$ cat src/rtl/lus_pkg.sv
package lus_pkg;
    localparam int NPORT_DEF = 5;
    localparam int CNT_W_DEF = 8;
    localparam int VAL_W_DEF = 8;

    typedef enum logic {
        RPT_AVG  = 1'b0,
        RPT_SENT = 1'b1
    } rpt_kind_e;
endpackage

$ cat src/rtl/lus_window_timer.sv
module lus_window_timer #(
    parameter int CNT_W = 8
) (
    input  logic             clk,
    input  logic             rst_n,
    input  logic [CNT_W-1:0] cfg_window,
    output logic [CNT_W-1:0] eff_win,
    output logic             boundary
);
    typedef struct packed {
        logic [CNT_W-1:0] pos;
    } tmr_s;

    tmr_s st_d, st_q;

    always_comb begin
        st_d     = st_q;
        eff_win  = (cfg_window == '0) ? CNT_W'(1) : cfg_window;
        boundary = (st_q.pos >= eff_win - CNT_W'(1));
        if (boundary) st_d.pos = '0;
        else          st_d.pos = st_q.pos + CNT_W'(1);
    end

    always_ff @(posedge clk) begin
        if (!rst_n) st_q <= '0;
        else        st_q <= st_d;
    end


    pos_range_chk: assert property (@(posedge clk) disable iff (!rst_n)
        $past(rst_n) |-> st_q.pos < $past(eff_win));
endmodule

$ cat src/rtl/lus_port_counter.sv
module lus_port_counter #(
    parameter int CNT_W = 8
) (
    input  logic             clk,
    input  logic             rst_n,
    input  logic             strobe,
    input  logic             boundary,
    input  logic [CNT_W-1:0] eff_win,
    output logic [CNT_W-1:0] count
);
    typedef struct packed {
        logic [CNT_W-1:0] cnt;
    } pc_s;

    pc_s          st_d, st_q;
    logic [CNT_W:0] sum;

    always_comb begin
        st_d = st_q;
        sum  = {1'b0, st_q.cnt} + {{CNT_W{1'b0}}, strobe};
        if (boundary)
            st_d.cnt = {{(CNT_W-1){1'b0}}, strobe};
        else if (sum > {1'b0, eff_win})
            st_d.cnt = eff_win;
        else
            st_d.cnt = sum[CNT_W-1:0];
        count = st_q.cnt;
    end

    always_ff @(posedge clk) begin
        if (!rst_n) st_q <= '0;
        else        st_q <= st_d;
    end


    cnt_cap_chk: assert property (@(posedge clk) disable iff (!rst_n)
        $past(rst_n) |-> st_q.cnt <= $past(eff_win));


    cnt_clear_chk: assert property (@(posedge clk) disable iff (!rst_n)
        boundary |=> st_q.cnt <= CNT_W'(1));
endmodule

$ cat src/rtl/lus_scaler.sv
module lus_scaler #(
    parameter int CNT_W = 8,
    parameter int VAL_W = 8
) (
    input  logic [CNT_W-1:0] count,
    input  logic [CNT_W-1:0] eff_win,
    output logic [VAL_W-1:0] avg
);
    localparam int PROD_W = CNT_W + VAL_W;
    localparam logic [PROD_W-1:0] FULL = PROD_W'((1 << VAL_W) - 1);

    logic [CNT_W-1:0]  clamped;
    logic [PROD_W-1:0] prod;
    logic [PROD_W-1:0] quot;

    always_comb begin
        clamped = (count > eff_win) ? eff_win : count;
        prod    = PROD_W'(clamped) * FULL;
        quot    = prod / PROD_W'(eff_win);
        avg     = quot[VAL_W-1:0];
    end
endmodule

$ cat src/rtl/link_util_sampler.sv
module link_util_sampler
    import lus_pkg::*;
#(
    parameter int NPORT = NPORT_DEF,
    parameter int CNT_W = CNT_W_DEF,
    parameter int VAL_W = VAL_W_DEF
) (
    input  logic                   clk,
    input  logic                   rst_n,
    input  logic [NPORT-1:0]       flit_strobe,
    input  logic [CNT_W-1:0]       cfg_window,
    input  logic [VAL_W-1:0]       cfg_sentinel,
    input  logic                   out_ready,
    output logic                   rpt_valid,
    output logic                   rpt_sentinel,
    output logic [NPORT*VAL_W-1:0] rpt_data
);
    localparam int DATA_W = NPORT * VAL_W;

    typedef struct packed {
        logic              valid;
        rpt_kind_e         kind;
        logic [DATA_W-1:0] data;
    } rpt_s;

    rpt_s              rpt_d, rpt_q;
    logic [CNT_W-1:0]  eff_win;
    logic              boundary;
    logic [CNT_W-1:0]  counts [NPORT];
    logic [VAL_W-1:0]  avgs   [NPORT];

    lus_window_timer #(.CNT_W(CNT_W)) u_timer (
        .clk        (clk),
        .rst_n      (rst_n),
        .cfg_window (cfg_window),
        .eff_win    (eff_win),
        .boundary   (boundary)
    );

    for (genvar p = 0; p < NPORT; p++) begin : g_port
        lus_port_counter #(.CNT_W(CNT_W)) u_cnt (
            .clk      (clk),
            .rst_n    (rst_n),
            .strobe   (flit_strobe[p]),
            .boundary (boundary),
            .eff_win  (eff_win),
            .count    (counts[p])
        );
        lus_scaler #(.CNT_W(CNT_W), .VAL_W(VAL_W)) u_scale (
            .count   (counts[p]),
            .eff_win (eff_win),
            .avg     (avgs[p])
        );
    end

    always_comb begin
        rpt_d = rpt_q;
        if (rpt_q.valid && out_ready)
            rpt_d.valid = 1'b0;
        if (boundary) begin
            rpt_d.valid = 1'b1;
            rpt_d.kind  = out_ready ? RPT_AVG : RPT_SENT;
            for (int p = 0; p < NPORT; p++)
                rpt_d.data[p*VAL_W +: VAL_W] = out_ready ? avgs[p] : cfg_sentinel;
        end
    end

    always_ff @(posedge clk) begin
        if (!rst_n) rpt_q <= '0;
        else        rpt_q <= rpt_d;
    end

    assign rpt_valid    = rpt_q.valid;
    assign rpt_sentinel = (rpt_q.kind == RPT_SENT);
    assign rpt_data     = rpt_q.data;


    hold_pending_chk: assert property (@(posedge clk) disable iff (!rst_n)
        rpt_valid && !out_ready |=> rpt_valid);


    stable_pending_chk: assert property (@(posedge clk) disable iff (!rst_n)
        rpt_valid && !out_ready && !boundary |=> $stable(rpt_data) && $stable(rpt_sentinel));


    report_due_chk: assert property (@(posedge clk) disable iff (!rst_n)
        boundary |=> rpt_valid);


    sentinel_flag_chk: assert property (@(posedge clk) disable iff (!rst_n)
        boundary && !out_ready |=> rpt_sentinel);


    avg_flag_chk: assert property (@(posedge clk) disable iff (!rst_n)
        boundary && out_ready |=> !rpt_sentinel);
endmodule

$ cat config.mk
export PLATFORM = sky130hd
export DESIGN_NAME = link_util_sampler
export DESIGN_NICKNAME = d
export VERILOG_FILES = /design/src/rtl/lus_pkg.sv /design/src/rtl/lus_window_timer.sv /design/src/rtl/lus_port_counter.sv /design/src/rtl/lus_scaler.sv /design/src/rtl/link_util_sampler.sv
export SDC_FILE = /design/constraint.sdc
export NUM_CORES = 2
export LEC_CHECK = 0
export ABC_CLOCK_PERIOD_IN_PS = 72500
export CORE_AREA = 2 2 371 373
export DETAILED_ROUTE_END_ITERATION = 6
export DIE_AREA = 0 0 373 375
export MAX_ROUTING_LAYER = met4
export PLACE_DENSITY_LB_ADDON = 0.1
export SYNTH_ARGS = -nofsm -noshare
export SYNTH_HDL_FRONTEND = slang
export SYNTH_HIERARCHICAL = 1
export SYNTH_SLANG_ARGS = --single-unit
$ cat constraint.sdc
create_clock -name clk -period 72.5 [get_ports clk]
set_input_delay 7.25 -clock clk [delete_from_list [all_inputs] [get_ports clk]]
set_output_delay 7.25 -clock clk [all_outputs]
set_load 0.01 [all_outputs]
Word-level counts from Yosys, hierarchy flattened

Cells that the tools add are included.

Add/subtract/negate cells: 7
Multiply operators: 5
Divide/modulo/power cells: 5
Magnitude comparators: 11
Muxes and demuxes: 24
Bitwise operators: 1
Reductions and logical operators: 4

Operators with widths:

| kind                                                                | count |
|---|---|
| 8-bit 2-to-1 mux                                                    | 16 |
| 16-bit by 8-bit divider with 16-bit output                          | 5 |
| 8-bit by 8-bit multiplier with 16-bit output, second input constant | 5 |
| 8-bit by 1-bit adder with 9-bit output                              | 5 |
| 9-bit by 8-bit greater-than comparator with 1-bit output            | 5 |
| 42-bit 2-to-1 mux                                                   | 1 |
| 8-bit greater-than comparator                                       | 5 |
| 8-bit by 1-bit adder with 8-bit output, second input constant       | 1 |
| 8-bit greater-or-equal comparator                                   | 1 |
| 8-bit zero test                                                     | 1 |
| 8-bit by 1-bit subtractor with 8-bit output, second input constant  | 1 |
| 1-bit 2-to-1 mux                                                    | 7 |
| 2-bit nonzero test                                                  | 1 |
| 2-bit OR reduction                                                  | 1 |
| 1-bit logical AND                                                   | 1 |
| 1-bit inverter                                                      | 1 |

Register bits after elaboration: 90
Output and inout port bits: 42

Depth between registers and ports, before layout

Word-level depth: 8
Mapped depth: 195
Mapped depth without buffers: 184

Modules after synthesis

Netlist, hierarchy kept.

By module, submodules not included:

| module                             | times used | cells an instance | area each (sq um) | seq. area each (sq um) |
|---|---|---|---|---|
| lus_scaler (g_port[2].u_scale ...) | 2          | 954               | 7,307.0           | 0.0 |
| lus_scaler (g_port[0].u_scale)     | 1          | 1,048             | 7,913.8           | 0.0 |
| lus_scaler (g_port[1].u_scale)     | 1          | 1,004             | 7,497.2           | 0.0 |
| lus_scaler (g_port[4].u_scale)     | 1          | 988               | 7,409.6           | 0.0 |
| lus_port_counter                   | 5          | 86                | 710.7             | 160.2 |
| link_util_sampler                  | 1          | 192               | 1,637.8           | 840.8 |
| lus_window_timer                   | 1          | 80                | 676.9             | 160.2 |

Least setup slack after synthesis

No wires, ideal clock.

Kind: input to register
Start: input port cfg_window[2]
End: register rpt_q, in the netlist rpt_data[8]
Data arrival time: 43,409 ps
Required time: 72,375 ps
Slack: 28,965 ps
Stages: 183
Buffers on the path: 12
Path through: clkbuf_1 inv_1 ha_1 o21a_1 o21ai_0 nand2b_1 a21oi_1 o21ai_0 o21ai_1 clkbuf_1 nor2_1 a21oi_1 inv_1 fa_1 fa_1 fa_1 inv_1 fa_1 [147 not listed] a2111oi_4 o2111a_2 buf_6 mux2i_1 ha_1 a21o_1 a21oi_1 nor2b_1 o21ai_0 nand2b_1 a21oi_1 nor2b_1 o21ai_0 nand2b_1 a2111oi_0 nand3_1 nand2_1 a31oi_1

RTL lines:

| what                 | RTL line                | source |
|---|---|---|
| from (decl)          | link_util_sampler.sv:11 | `input logic [CNT_W-1:0] cfg_window,` |
| to (signal assigned) | link_util_sampler.sv:70 | `else rpt_q <= rpt_d;` |
| to (decl)            | link_util_sampler.sv:26 | `rpt_s rpt_d, rpt_q;` |

==> impl_metrics.env <==
export IMPL_outcome="completed"
export IMPL_wire_per_inst_microns=18.1
export IMPL_clock_skew_ns=0.0191
export IMPL_worst_endpoint_required_ns=72.77
export IMPL_drt_drc=0
export IMPL_critPathMaxFanout=21
export IMPL_standard_cell_rows=136
export IMPL_placed_cells=7458
export IMPL_unrepaired_setup_endpoints_after_global_routing="false"
export IMPL_dp_hpwl_mm=111
export IMPL_die_area_sq_um=140000
export IMPL_tritoncts_clock_tree="done"
export IMPL_critical_path_startpoint="cfg_window[1]"
export IMPL_cts_sink_count=90
export IMPL_critical_path_arrival_ns=49.91
export IMPL_grt_pass1_vias=40500
export IMPL_critical_path_class="in -> reg"
export IMPL_grt_antenna_before_repair=5
export IMPL_detail_route_antenna_nets=0
export IMPL_die_w_microns=373
export IMPL_route_detailed_vias_per_inst=5.46
export IMPL_leading_cell_type_in_the_layout_fill_and_taps_excluded="sky130_fd_sc_hd__ha_1"
export IMPL_io_buffers=65
export IMPL_core_area_sq_um=136000
export IMPL_cts_hold_buffers=0
export IMPL_worstSkewPairLatency_ns=0.42
export IMPL_fin_setup_tns_ns=0
export IMPL_drt_pass1_iter_count=7
export IMPL_critical_path_max_stage_delay_ns=1.02
export IMPL_syn_area_sq_um=43300
export IMPL_final_layout_size_suffix_gt1_share_pct=8.03
export IMPL_cts_reportedPaths_clkPinSlew_ns=0.08
export IMPL_syn_nets=6619
export IMPL_routabilityCongestion=0.861
export IMPL_crit_path_top_delay_cell="sky130_fd_sc_hd__o21ai_0"
export IMPL_synth_flop_cell="sky130_fd_sc_hd__dfxtp_1"
export IMPL_crit_top_cell="sky130_fd_sc_hd__o21a_1"
export IMPL_filler_cell_count=14500
export IMPL_max_freq_mhz=20.1
export IMPL_synthArstFlopShare_pct=0
export IMPL_synth_warning_count=6
export IMPL_final_net_count=6644
export IMPL_maxCapViolCount=0
export IMPL_post_synth_cell_area_avg_sq_um=7.66
export IMPL_place_ws_ns=22.40
export IMPL_routed_wirelength_mm=136
export IMPL_start_util_pct=31.8
export IMPL_post_cts_resized_instances=0
export IMPL_period_minus_slack_ns=49.64
export IMPL_setup_violations=0
export IMPL_final_cell_mix="sky130_fd_sc_hd__ha_1, sky130_fd_sc_hd__inv_1, sky130_fd_sc_hd__nor2_1, sky130_fd_sc_hd__nand2_1, sky130_fd_sc_hd__a21oi_1"
export IMPL_global_route_overflow_total=0
export IMPL_cp_end_kind="register"
export IMPL_flip_flop_and_latch_area_sq_um=1800
export IMPL_detail_route_iter0_violations=2148
export IMPL_slew_violations=0
export IMPL_timing_final_ws_setup_ns=22.86
export IMPL_worst_hold_path_type="reg -> reg"
export IMPL_layout_worst_path_cycle_share_pct=68.5
export IMPL_ys_ff_latch=90
export IMPL_clock_path_buffers=2
export IMPL_finish_cell_count_without_fillers=7480
export IMPL_cts_htree_levels=3
export IMPL_min_from="rpt_sentinel"
export IMPL_cts_buffers=9
export IMPL_relSlewSlack_pct=20.2
export IMPL_total_area_of_multi_input_combinational_cells_sq_um=39100
export IMPL_synth_sequential_area_ratio_pct=4.16
export IMPL_tightest_slew_ns=1.20
export IMPL_clk_root_buffer_cell="sky130_fd_sc_hd__clkbuf_16"
export IMPL_grt_pass1_wl_mm=220
export IMPL_num_io_pins=66
export IMPL_chipHeight_microns=375
export IMPL_crit_path_launch_type="input pin"
export IMPL_synth_enable_flop_cells=0
export IMPL_synth_distinct_cells=153
export IMPL_areaGrowthSynthToFinish_pct=6.98
export IMPL_detailed_route_via_count=40900
export IMPL_pin_count_of_the_biggest_net_entering_global_routing=67
export IMPL_finalHoldViolations=0
export IMPL_grtUsageTotal_pct=19.7
export IMPL_worstReg2RegStart="g_port[1].u_cnt/count[1]"
export IMPL_synth_cells=5650
export IMPL_post_cts_setup_buffer_count=0
export IMPL_worst_r2r_setup_slack_ns=30.63
-- metrics by stage --
step	utilization [%]	hold WS [ns]	area [sq um]
4_1_cts	34.0	0.491	46300
5_1_grt	34.0	0.510	46300
6_report	34.0	0.485	46300
2_1_floorplan	-	0.479	43300
3_3_place_gp	33.7	0.477	46000
3_5_place_dp	33.7	0.471	46000
-- final cells by class --
cell class	instances	area share [%]
Timing Repair Buffer	115	2.12
Clock inverter	7	0.235
Antenna cell	6	0.0324
Inverter	497	4.04
Clock buffer	9	0.486
Sequential cell	90	3.89
Multi-Input combinational cell	4962	84.4
Tap cell	1794	4.85
-- worst max-delay path, delay by kind of cell --
kind | cells | cell delay (ns)
AO/OA/AOI/OAI | 97 | 24.14
adder cells (fa/ha/maj) | 22 | 7.56
AND/OR/NAND/NOR | 40 | 7.43
buffers and inverters | 11 | 1.68
multiplexers | 4 | 1.27
XOR/XNOR | 2 | 0.42
-- metal layers --
| metal | GRT usage [%] | wire length (microns) |
|---|---|---|
| met5 | - | 0 |
| met4 | 3.12 | 1830 |
| met3 | 1.72 | 3820 |
| met2 | 33.8 | 63900 |
| met1 | 25.6 | 66100 |
-- final timing paths --
check | end | depth (start not counted)
worst min register to register | rpt_sentinel | 1
worst min-delay path | rpt_sentinel | 1
worst max-delay path | rpt_data[8] | 176
worst max register to register | rpt_data[8] | 170
-- synth_stat cells (all sizes together) (122+ instances only) --
cell / n / area share (%)
a21o: 173 / 3.0
a21oi: 366 / 4.4
fa: 145 / 6.7
ha: 800 / 23
inv: 497 / 4.3
mux2: 122 / 3.3
nand2: 398 / 3.5
nand3: 127 / 1.6
nor2: 447 / 4.0
nor3: 328 / 4.0
o21a: 253 / 4.4
o21ai: 304 / 3.5
xnor2: 171 / 3.5
-- state kept, by name, indices dropped and copies added (netlist names) --
| signal | count |
|---|---|
| g_port.u_cnt/count | 40 |
| rpt_data | 40 |
| rpt_valid | 1 |
| u_timer/st_q | 8 |
| rpt_sentinel | 1 |
-- cells by family after synthesis --
group | Yosys count | synth area share, %
DFF | 90 | 4.16
adders and majority gates | 949 | 29.9
AOI/OAI and AO/OA | 1727 | 28.3
xor gates and xnor gates | 259 | 5.30
and+or+nand+nor | 1858 | 22.1
muxes | 169 | 4.58
buffers and inverters | 598 | 5.62
Power is left out: the tool's default activity adds up to more than one toggle a clock period on the data nets, which glitch-free logic cannot reach.
